<file path="src/rtl/ebs_pkg.sv">
// Shared types for the narrow external bus sequencer.
package ebs_pkg;
    typedef enum logic [1:0] {
        SZ_BYTE = 2'd0,
        SZ_HALF = 2'd1,
        SZ_WORD = 2'd2,
        SZ_LINE = 2'd3
    } xfer_size_e;
endpackage

</file>
<file path="src/rtl/ebs_addr_gen.sv">
// Beat address generator.
// Produces the halfword bus address for the current beat. The low OFF_W
// bits of the latched base address are advanced by the beat count and wrap
// inside the line, while the upper bits stay fixed.
// Assumes: the base of a word transfer has bit 0 cleared, so one beat step
// never carries out of the word.
module ebs_addr_gen #(
    parameter int HA_W  = 23,
    parameter int OFF_W = 3
) (
    input  logic [HA_W-1:0]  base,
    input  logic [OFF_W-1:0] cnt,
    output logic [HA_W-1:0]  addr
);
    // Wrap the in-line offset and keep the block bits.
    always_comb begin
        addr = {base[HA_W-1:OFF_W], base[OFF_W-1:0] + cnt};
    end
endmodule

</file>
<file path="src/rtl/ebs_lane_ctl.sv">
// Byte-lane and direction control.
// Decides the read/write line, the two lane enables and the outgoing data for
// the current beat. Bus data bits 15..8 form the upper lane.
// Assumes: the write flag is already cleared for line transfers.
module ebs_lane_ctl
    import ebs_pkg::*;
(
    input  logic        busy,
    input  logic        write,
    input  xfer_size_e  size,
    input  logic        byte_sel,
    input  logic        second,
    input  logic [31:0] wdata,
    output logic        rd_wr_n,
    output logic        ben_hi_n,
    output logic        ben_lo_n,
    output logic [15:0] dout
);
    // Select enables and place write data by size and beat.
    always_comb begin
        rd_wr_n  = 1'b1;
        ben_hi_n = 1'b1;
        ben_lo_n = 1'b1;
        dout     = '0;
        if (busy) begin
            rd_wr_n = !write;
            if (!write) begin
                ben_hi_n = 1'b0;
                ben_lo_n = 1'b0;
            end else begin
                unique case (size)
                    SZ_BYTE: begin
                        if (byte_sel) begin
                            ben_lo_n = 1'b0;
                            dout     = {8'h00, wdata[7:0]};
                        end else begin
                            ben_hi_n = 1'b0;
                            dout     = {wdata[7:0], 8'h00};
                        end
                    end
                    SZ_HALF: begin
                        ben_hi_n = 1'b0;
                        ben_lo_n = 1'b0;
                        dout     = wdata[15:0];
                    end
                    default: begin
                        ben_hi_n = 1'b0;
                        ben_lo_n = 1'b0;
                        dout     = second ? wdata[15:0] : wdata[31:16];
                    end
                endcase
            end
        end
    end
endmodule

</file>
<file path="src/rtl/ebs_rd_pack.sv">
// Read data assembler.
// Places each completed read halfword into the response register:
// - line beats go to the slot of their halfword index, index 0 at the top;
// - word beats fill the upper half first, then the lower half;
// - single beats go to the lowest 16 bits.
// Assumes: clear is raised when a transaction is accepted.
module ebs_rd_pack
    import ebs_pkg::*;
#(
    parameter int LINE_BEATS = 8,
    parameter int OFF_W      = 3,
    parameter int LINE_W     = 16 * LINE_BEATS
) (
    input  logic              clk,
    input  logic              rst_n,
    input  logic              clear,
    input  logic              capture,
    input  xfer_size_e        size,
    input  logic              second,
    input  logic [OFF_W-1:0]  slot,
    input  logic [15:0]       din,
    output logic [LINE_W-1:0] rdata
);
    // Clear on accept, then write one halfword per completed read beat.
    always_ff @(posedge clk) begin
        if (!rst_n || clear) begin
            rdata <= '0;
        end else if (capture) begin
            unique case (size)
                SZ_LINE: rdata[(LINE_BEATS-1-int'(slot))*16 +: 16] <= din;
                SZ_WORD: begin
                    if (second) rdata[15:0]  <= din;
                    else        rdata[31:16] <= din;
                end
                default: rdata[15:0] <= din;
            endcase
        end
    end
endmodule

</file>
<file path="src/rtl/extbus_seq.sv">
// Narrow external bus sequencer (top).
// Accepts one core request at a time when idle and runs it as halfword beats
// on a 16-bit bus. Each beat opens with a one-cycle start strobe and ends in
// the cycle where data-complete is sampled low. Word and line transfers keep
// the burst flag low. After the last beat it pulses rsp_ack with the
// assembled read data.
// Assumes: LINE_BEATS is a power of two and at least 2; line requests are
// always reads.
module extbus_seq
    import ebs_pkg::*;
#(
    parameter int ADDR_W     = 24,
    parameter int LINE_BEATS = 8
) (
    input  logic                       clk,
    input  logic                       rst_n,
    input  logic                       req_valid,
    output logic                       req_ready,
    input  logic                       req_write,
    input  logic [1:0]                 req_size,
    input  logic                       req_fetch,
    input  logic                       req_io,
    input  logic [ADDR_W-1:0]          req_addr,
    input  logic [31:0]                req_wdata,
    output logic                       rsp_ack,
    output logic [16*LINE_BEATS-1:0]   rsp_rdata,
    output logic [ADDR_W-2:0]          bus_addr,
    output logic [15:0]                bus_dout,
    input  logic [15:0]                bus_din,
    output logic                       bus_start_n,
    output logic                       bus_burst_n,
    output logic                       bus_rd_wr_n,
    output logic                       bus_ben_hi_n,
    output logic                       bus_ben_lo_n,
    output logic                       bus_status,
    output logic                       bus_space,
    input  logic                       bus_done_n
);
    localparam int OFF_W  = $clog2(LINE_BEATS);
    localparam int LINE_W = 16 * LINE_BEATS;
    localparam int HA_W   = ADDR_W - 1;
    localparam logic [OFF_W-1:0] LAST_LINE = OFF_W'(LINE_BEATS - 1);
    localparam logic [OFF_W-1:0] LAST_WORD = OFF_W'(1);

    logic              busy_q, first_q, ack_q;
    logic              write_q, fetch_q, io_q, bsel_q;
    xfer_size_e        size_q, req_sz;
    logic [OFF_W-1:0]  cnt_q, last_q;
    logic [HA_W-1:0]   base_q;
    logic [31:0]       wdata_q;
    logic              accept, beat_done, last_beat, multi;

    // Decode the core request and the per-cycle beat events.
    always_comb begin
        req_sz    = xfer_size_e'(req_size);
        accept    = req_valid && !busy_q;
        beat_done = busy_q && !bus_done_n;
        last_beat = (cnt_q == last_q);
        multi     = (size_q == SZ_WORD) || (size_q == SZ_LINE);
    end

    // Latch the transaction attributes on accept.
    always_ff @(posedge clk) begin
        if (!rst_n) begin
            size_q  <= SZ_BYTE;
            write_q <= 1'b0;
            fetch_q <= 1'b0;
            io_q    <= 1'b0;
            bsel_q  <= 1'b0;
            base_q  <= '0;
            last_q  <= '0;
            wdata_q <= '0;
        end else if (accept) begin
            size_q  <= req_sz;
            write_q <= req_write && (req_sz != SZ_LINE);
            fetch_q <= req_fetch;
            io_q    <= req_io;
            bsel_q  <= req_addr[0];
            base_q  <= (req_sz == SZ_WORD) ? {req_addr[ADDR_W-1:2], 1'b0}
                                           : req_addr[ADDR_W-1:1];
            last_q  <= (req_sz == SZ_LINE) ? LAST_LINE :
                       (req_sz == SZ_WORD) ? LAST_WORD : '0;
            wdata_q <= req_wdata;
        end
    end

    // Beat sequencer: strobe phase, beat count and completion pulse.
    always_ff @(posedge clk) begin
        if (!rst_n) begin
            busy_q  <= 1'b0;
            first_q <= 1'b0;
            cnt_q   <= '0;
            ack_q   <= 1'b0;
        end else begin
            ack_q <= 1'b0;
            if (accept) begin
                busy_q  <= 1'b1;
                first_q <= 1'b1;
                cnt_q   <= '0;
            end else if (beat_done) begin
                if (last_beat) begin
                    busy_q  <= 1'b0;
                    first_q <= 1'b0;
                    ack_q   <= 1'b1;
                end else begin
                    cnt_q   <= cnt_q + 1'b1;
                    first_q <= 1'b1;
                end
            end else begin
                first_q <= 1'b0;
            end
        end
    end

    ebs_addr_gen #(.HA_W(HA_W), .OFF_W(OFF_W)) u_addr (
        .base (base_q),
        .cnt  (cnt_q),
        .addr (bus_addr)
    );

    ebs_lane_ctl u_lane (
        .busy     (busy_q),
        .write    (write_q),
        .size     (size_q),
        .byte_sel (bsel_q),
        .second   (cnt_q[0]),
        .wdata    (wdata_q),
        .rd_wr_n  (bus_rd_wr_n),
        .ben_hi_n (bus_ben_hi_n),
        .ben_lo_n (bus_ben_lo_n),
        .dout     (bus_dout)
    );

    ebs_rd_pack #(.LINE_BEATS(LINE_BEATS), .OFF_W(OFF_W), .LINE_W(LINE_W)) u_pack (
        .clk     (clk),
        .rst_n   (rst_n),
        .clear   (accept),
        .capture (beat_done && !write_q),
        .size    (size_q),
        .second  (cnt_q[0]),
        .slot    (bus_addr[OFF_W-1:0]),
        .din     (bus_din),
        .rdata   (rsp_rdata)
    );

    // Drive the handshake and the bus control lines from the state.
    always_comb begin
        req_ready   = !busy_q;
        rsp_ack     = ack_q;
        bus_start_n = !(busy_q && first_q);
        bus_burst_n = !(busy_q && multi);
        bus_status  = !fetch_q;
        bus_space   = io_q;
    end


    strobe_single_chk: assert property (@(posedge clk) disable iff (!rst_n)
        (!bus_start_n && bus_done_n) |=> bus_start_n);


    burst_lead_chk: assert property (@(posedge clk) disable iff (!rst_n)
        $fell(bus_burst_n) |-> !bus_start_n);


    read_lanes_chk: assert property (@(posedge clk) disable iff (!rst_n)
        (!bus_start_n && bus_rd_wr_n) |-> (!bus_ben_hi_n && !bus_ben_lo_n));


    addr_hold_chk: assert property (@(posedge clk) disable iff (!rst_n)
        (!req_ready && bus_done_n) |=> $stable(bus_addr));


    wrap_step_chk: assert property (@(posedge clk) disable iff (!rst_n)
        (beat_done && !last_beat) |=>
            (bus_addr[OFF_W-1:0] == $past(bus_addr[OFF_W-1:0]) + 1'b1));


    attr_hold_chk: assert property (@(posedge clk) disable iff (!rst_n)
        (!req_ready && $past(!req_ready)) |-> ($stable(bus_status) && $stable(bus_space)));


    ack_pulse_chk: assert property (@(posedge clk) disable iff (!rst_n)
        rsp_ack |=> !rsp_ack);
endmodule

</file>
<file path="config.mk">
export PLATFORM = sky130hd
export DESIGN_NAME = extbus_seq
export DESIGN_NICKNAME = d
export VERILOG_FILES = /design/src/rtl/ebs_pkg.sv /design/src/rtl/ebs_addr_gen.sv /design/src/rtl/ebs_lane_ctl.sv /design/src/rtl/ebs_rd_pack.sv /design/src/rtl/extbus_seq.sv
export SDC_FILE = /design/constraint.sdc
export NUM_CORES = 1
export LEC_CHECK = 0
export CAP_MARGIN = 20
export CORE_MARGIN = 3
export CORE_UTILIZATION = 50
export CTS_CLUSTER_SIZE = 16
export DETAILED_ROUTE_END_ITERATION = 10
export GPL_TIMING_DRIVEN = 0
export PLACE_DENSITY = 0.94
export SYNTH_ARGS = -nofsm -noshare
export SYNTH_HDL_FRONTEND = slang
export SYNTH_SLANG_ARGS = --single-unit
export TNS_END_PERCENT = 20
</file>
<file path="constraint.sdc">
create_clock -name clk -period 8.48 [get_ports clk]
set_input_delay 1.696 -clock clk [delete_from_list [all_inputs] [get_ports clk]]
set_output_delay 1.696 -clock clk [all_outputs]
set_load 0.05 [all_outputs]
</file>
==> results.rst <==
.. list-table::
   :header-rows: 1

   * - Metric
     - Value
   * - Setup-violating endpoint count in the final report
     - 0
   * - Share of Yosys cell area claimed by the top area cell type
     - 0.4962
   * - Area enclosed by the die boundary
     - around 17000 sq um
   * - Crit path DAT
     - 3.22 ns
   * - Detailed-route wire length
     - around 26 mm
   * - Width of the die
     - between 100 and 150 um
   * - Total half-perimeter wirelength after legalization and detailed placement
     - around 19 mm
   * - Post-route DRC violation count
     - 0
   * - Post-CTS Hold Buffers
     - 0
   * - Transition time of the tightest slew-check pin
     - between 0.8 and 0.9 ns
   * - Synthesized flop and latch total
     - around 200
   * - Number of library cell types mapped by synthesis
     - 50
   * - Row cnt
     - 45
   * - Outcome
     - complete, no violations
   * - Chip height
     - ~130 um
   * - Max-cap viol count
     - 0
   * - Worst setup path startpoint
     - size_q[1]$_SDFFE_PN0P_
   * - TritonCTS clock tree
     - yes
   * - Post-layout minimum cycle time
     - approximately 4.9 ns
   * - Global-route wire length before repair
     - slightly above 40 mm
   * - Synthesized-area fraction occupied by ao, oa, aoi and oai cells
     - 0.1678
   * - Nets in the synthesized netlist
     - 1087
   * - CP Launch Type
     - flop
   * - Combinational family with the most area after synthesis
     - simple AND/OR/NAND/NOR gates
   * - Number of buffers added by the clock tree synthesis step
     - 17
   * - Grt total ovfl
     - 0
   * - Maximum number of pins on one net before global-route repair
     - 19
   * - Diodes inserted
     - 0
   * - CP endpoint kind
     - output port
   * - Total of cells resized after clock tree synthesis
     - 0
   * - Data required, critical path
     - 6.78 ns
   * - GRT Resource Usage Total
     - 0.2880
   * - Most area-hungry cell type in the Yosys netlist
     - dfxtp_1
   * - Top flip-flop cell by instance count after synthesis
     - dfxtp_1
   * - Ratio of cells with drive above 1 in the final layout
     - 0.06824
   * - Classification of the worst setup path
     - reg -> out
   * - Slack of the worst reg-to-reg path
     - roughly 4.9 ns
   * - Register clock-pin slew on the reported worst setup and hold paths
     - about 0.070 ns
   * - Nets@finish
     - approximately 1300
   * - Number of buffers on the longest clock path
     - 2
   * - Number of top-level pins
     - about 260
   * - Post-synthesis share of cell area spent on xor and xnor gates
     - 0.004093
   * - Syn. warnings
     - 0
   * - Signed area change from the synthesized netlist to the final layout
     - 41.34%
   * - Vias after detailed routing
     - between 8000 and 9000
   * - Hold WC Path Type
     - reg -> reg
   * - Final Wtd Congestion
     - roughly 0.90
   * - Top cells by area, synth
     - dfxtp_1 (50%), nand2_1 (12%), a21oi_1 (9.8%)
   * - Vias per cell
     - between 5 and 6
   * - Via count of the first global-routing pass
     - ~7700
   * - Routed Antenna Nets
     - 0
   * - Routed WL per cell
     - around 18 um
   * - Maximum fanout along the worst path
     - 10
   * - Fraction of the cycle the final worst path needs
     - 0.5792
   * - Number of optimization iterations in the first detailed-route pass
     - 8
   * - Fraction of synthesized area in multiplexers
     - 0.006455
   * - CTS HTree Levels
     - 4
   * - Initial antenna violation count
     - 0
   * - Cell at the root of the clock tree
     - clkbuf_16
   * - Cells after synthesis
     - roughly 1000
   * - Starting density of the core
     - 0.5171
   * - Initial DRC count
     - between 800 and 900
   * - Source-to-sink clock delay at the later pin of the worst-skew pair
     - ~0.43 ns
   * - Sequential element share of the synthesized area
     - 0.4962
   * - Pins over their slew limit
     - 0
   * - Startpoint of the lowest-slack hold path
     - u_pack.rdata[41]$_SDFFE_PP0P_
   * - Worst Slack Setup Final
     - 3.568 ns
   * - Cell area power density
     - approximately 180 nW/um^2
   * - Synthesized area per cell
     - around 7.9 sq um
   * - TritonCTS sink count
     - just under 200
   * - Total setup buffers inserted after CTS
     - 0
   * - RSZ-0062 raised after global routing
     - false
   * - Critical R2R Launch
     - cnt_q[0]$_SDFFE_PP0P_
   * - Total Negative Setup Slacks
     - 0 ns
   * - Number of enable flip-flop cells after synthesis
     - 0
   * - Worst slack at placement
     - just over 4 ns
   * - Leakage power of the design
     - between 3 and 4 nW
   * - Area of the placeable core
     - between 15000 and 20000 sq um
   * - Post-synthesis cell area
     - ~7900 sq um
   * - Post-Synth Adder-Cell Area
     - 0.008816
   * - Share of synthesized registers carrying an async set or reset
     - 0
   * - Worst slew margin
     - 0.4047
   * - Simple-gate share of the synthesized area
     - 0.2480
   * - Setup Skew
     - 0.01074 ns
   * - Count of final hold-check violations
     - 0
   * - Highest ir drop seen on vdd
     - 0.1336 mV
   * - # port buffers
     - between 200 and 250
   * - Max Clk Rate
     - roughly 0.2 GHz
## cells in the final DEF, fill, tap and decap left out, types with 14 or more instances in the layout
cell type | Yosys | routed
nand3_1 | 125 | 125
nand2_1 | 259 | 259
a21oi_1 | 156 | 156
clkbuf_1 | 64 | 64
nor2_1 | 16 | 16
buf_2 | 13 | 14
o21ai_0 | 59 | 59
dfxtp_1 | 197 | 197
buf_4 | 23 | 23
clkbuf_16 | 0 | 17
clkdlybuf4s50_1 | 0 | 240
## logic make-up (layout without fill, tap and decap cells)
group | after synthesis | count (layout)
fa+ha+maj | 5 | 5
mux | 5 | 5
buf+inv | 114 | 388
flops | 197 | 197
xor+xnor | 2 | 2
compound gates | 240 | 240
simple gates | 438 | 438
## where the power goes
part	internal [mW]	switching (mW)
logic	0.0849	0.159
registers	0.945	0.0130
clock network	0.452	0.378
## Yosys cell counts (2+ instances only)
cell type	instances
or2_2	3
buf_2	13
a21oi_1	156
buf_1	4
and2_1	3
nor3_1	2
o2111ai_2	2
nor4bb_1	3
or4_1	2
a222oi_1	8
nand2b_1	6
o21ai_0	59
o21ai_1	6
mux2i_1	4
clkbuf_1	64
buf_6	2
buf_4	23
o31ai_1	2
nor4_2	2
nor2_1	16
o2111a_1	2
inv_1	7
dfxtp_1	197
ha_1	4
or3_1	2
nand3_1	125
nand2_1	259
nor2b_1	2
nor4_1	2
## critical path, cell delays in order (launching register included)
cell and delay [ns]:
dfxtp_1 0.30, buf_2 0.21, inv_1 0.16, nor2_1 0.50, clkbuf_1 0.43, a222oi_1 0.20, nor2_1 0.13, clkdlybuf4s50_1 0.85
## sequential cells by signal, summed over array words and instances (netlist names), 2 cells and up
signal	count
u_pack.rdata	128
wdata_q	32
base_q	23
cnt_q	3
last_q	2
size_q	2
## layer usage
layer / up-vias / track usage / share of wire
met5: - / 0 / 0
met4: 0 / 0.1079 / 0.028
met3: 62 / 0.09389 / 0.12
met2: 554 / 0.4706 / 0.47
met1: 3864 / 0.3557 / 0.38
li1: 3917 / - / -
## per-stage QoR
step	hold slack, ns	instances	util	power, mW	instance area [sq um]
final	0.4528	1486	0.7308	2.032	11230
after global routing	0.4705	1486	0.7308	2.090	11230
after CTS	0.4537	1484	0.7302	2.032	11220
after detailed placement	0.4440	1452	0.6905	1.218	10610
after global placement	0.4372	1452	0.6905	1.214	10610
after floorplan	0.4359	1001	-	1.121	7948
## cell type report
type / count / area (sq um)
Buffer: 106 / 515.5
Inverter: 8 / 30.03
Fill cell: 1153 / 4138
Clock inverter: 14 / 170.2
Sequential cell: 197 / 3944
Timing Repair Buffer: 242 / 2412
Tap cell: 211 / 264.0
Multi-Input combinational cell: 690 / 3458
Clock buffer: 18 / 439.2
## worst paths after layout
check                                                endpoint  cells after the start
worst max-delay path                             bus_dout[13]                      7
worst min-delay path            u_pack.rdata[41]$_SDFFE_PP0P_                      2
worst max register to register  u_pack.rdata[77]$_SDFFE_PP0P_                      9
worst min register to register  u_pack.rdata[41]$_SDFFE_PP0P_                      2
Power figures use the tool's default switching activity.
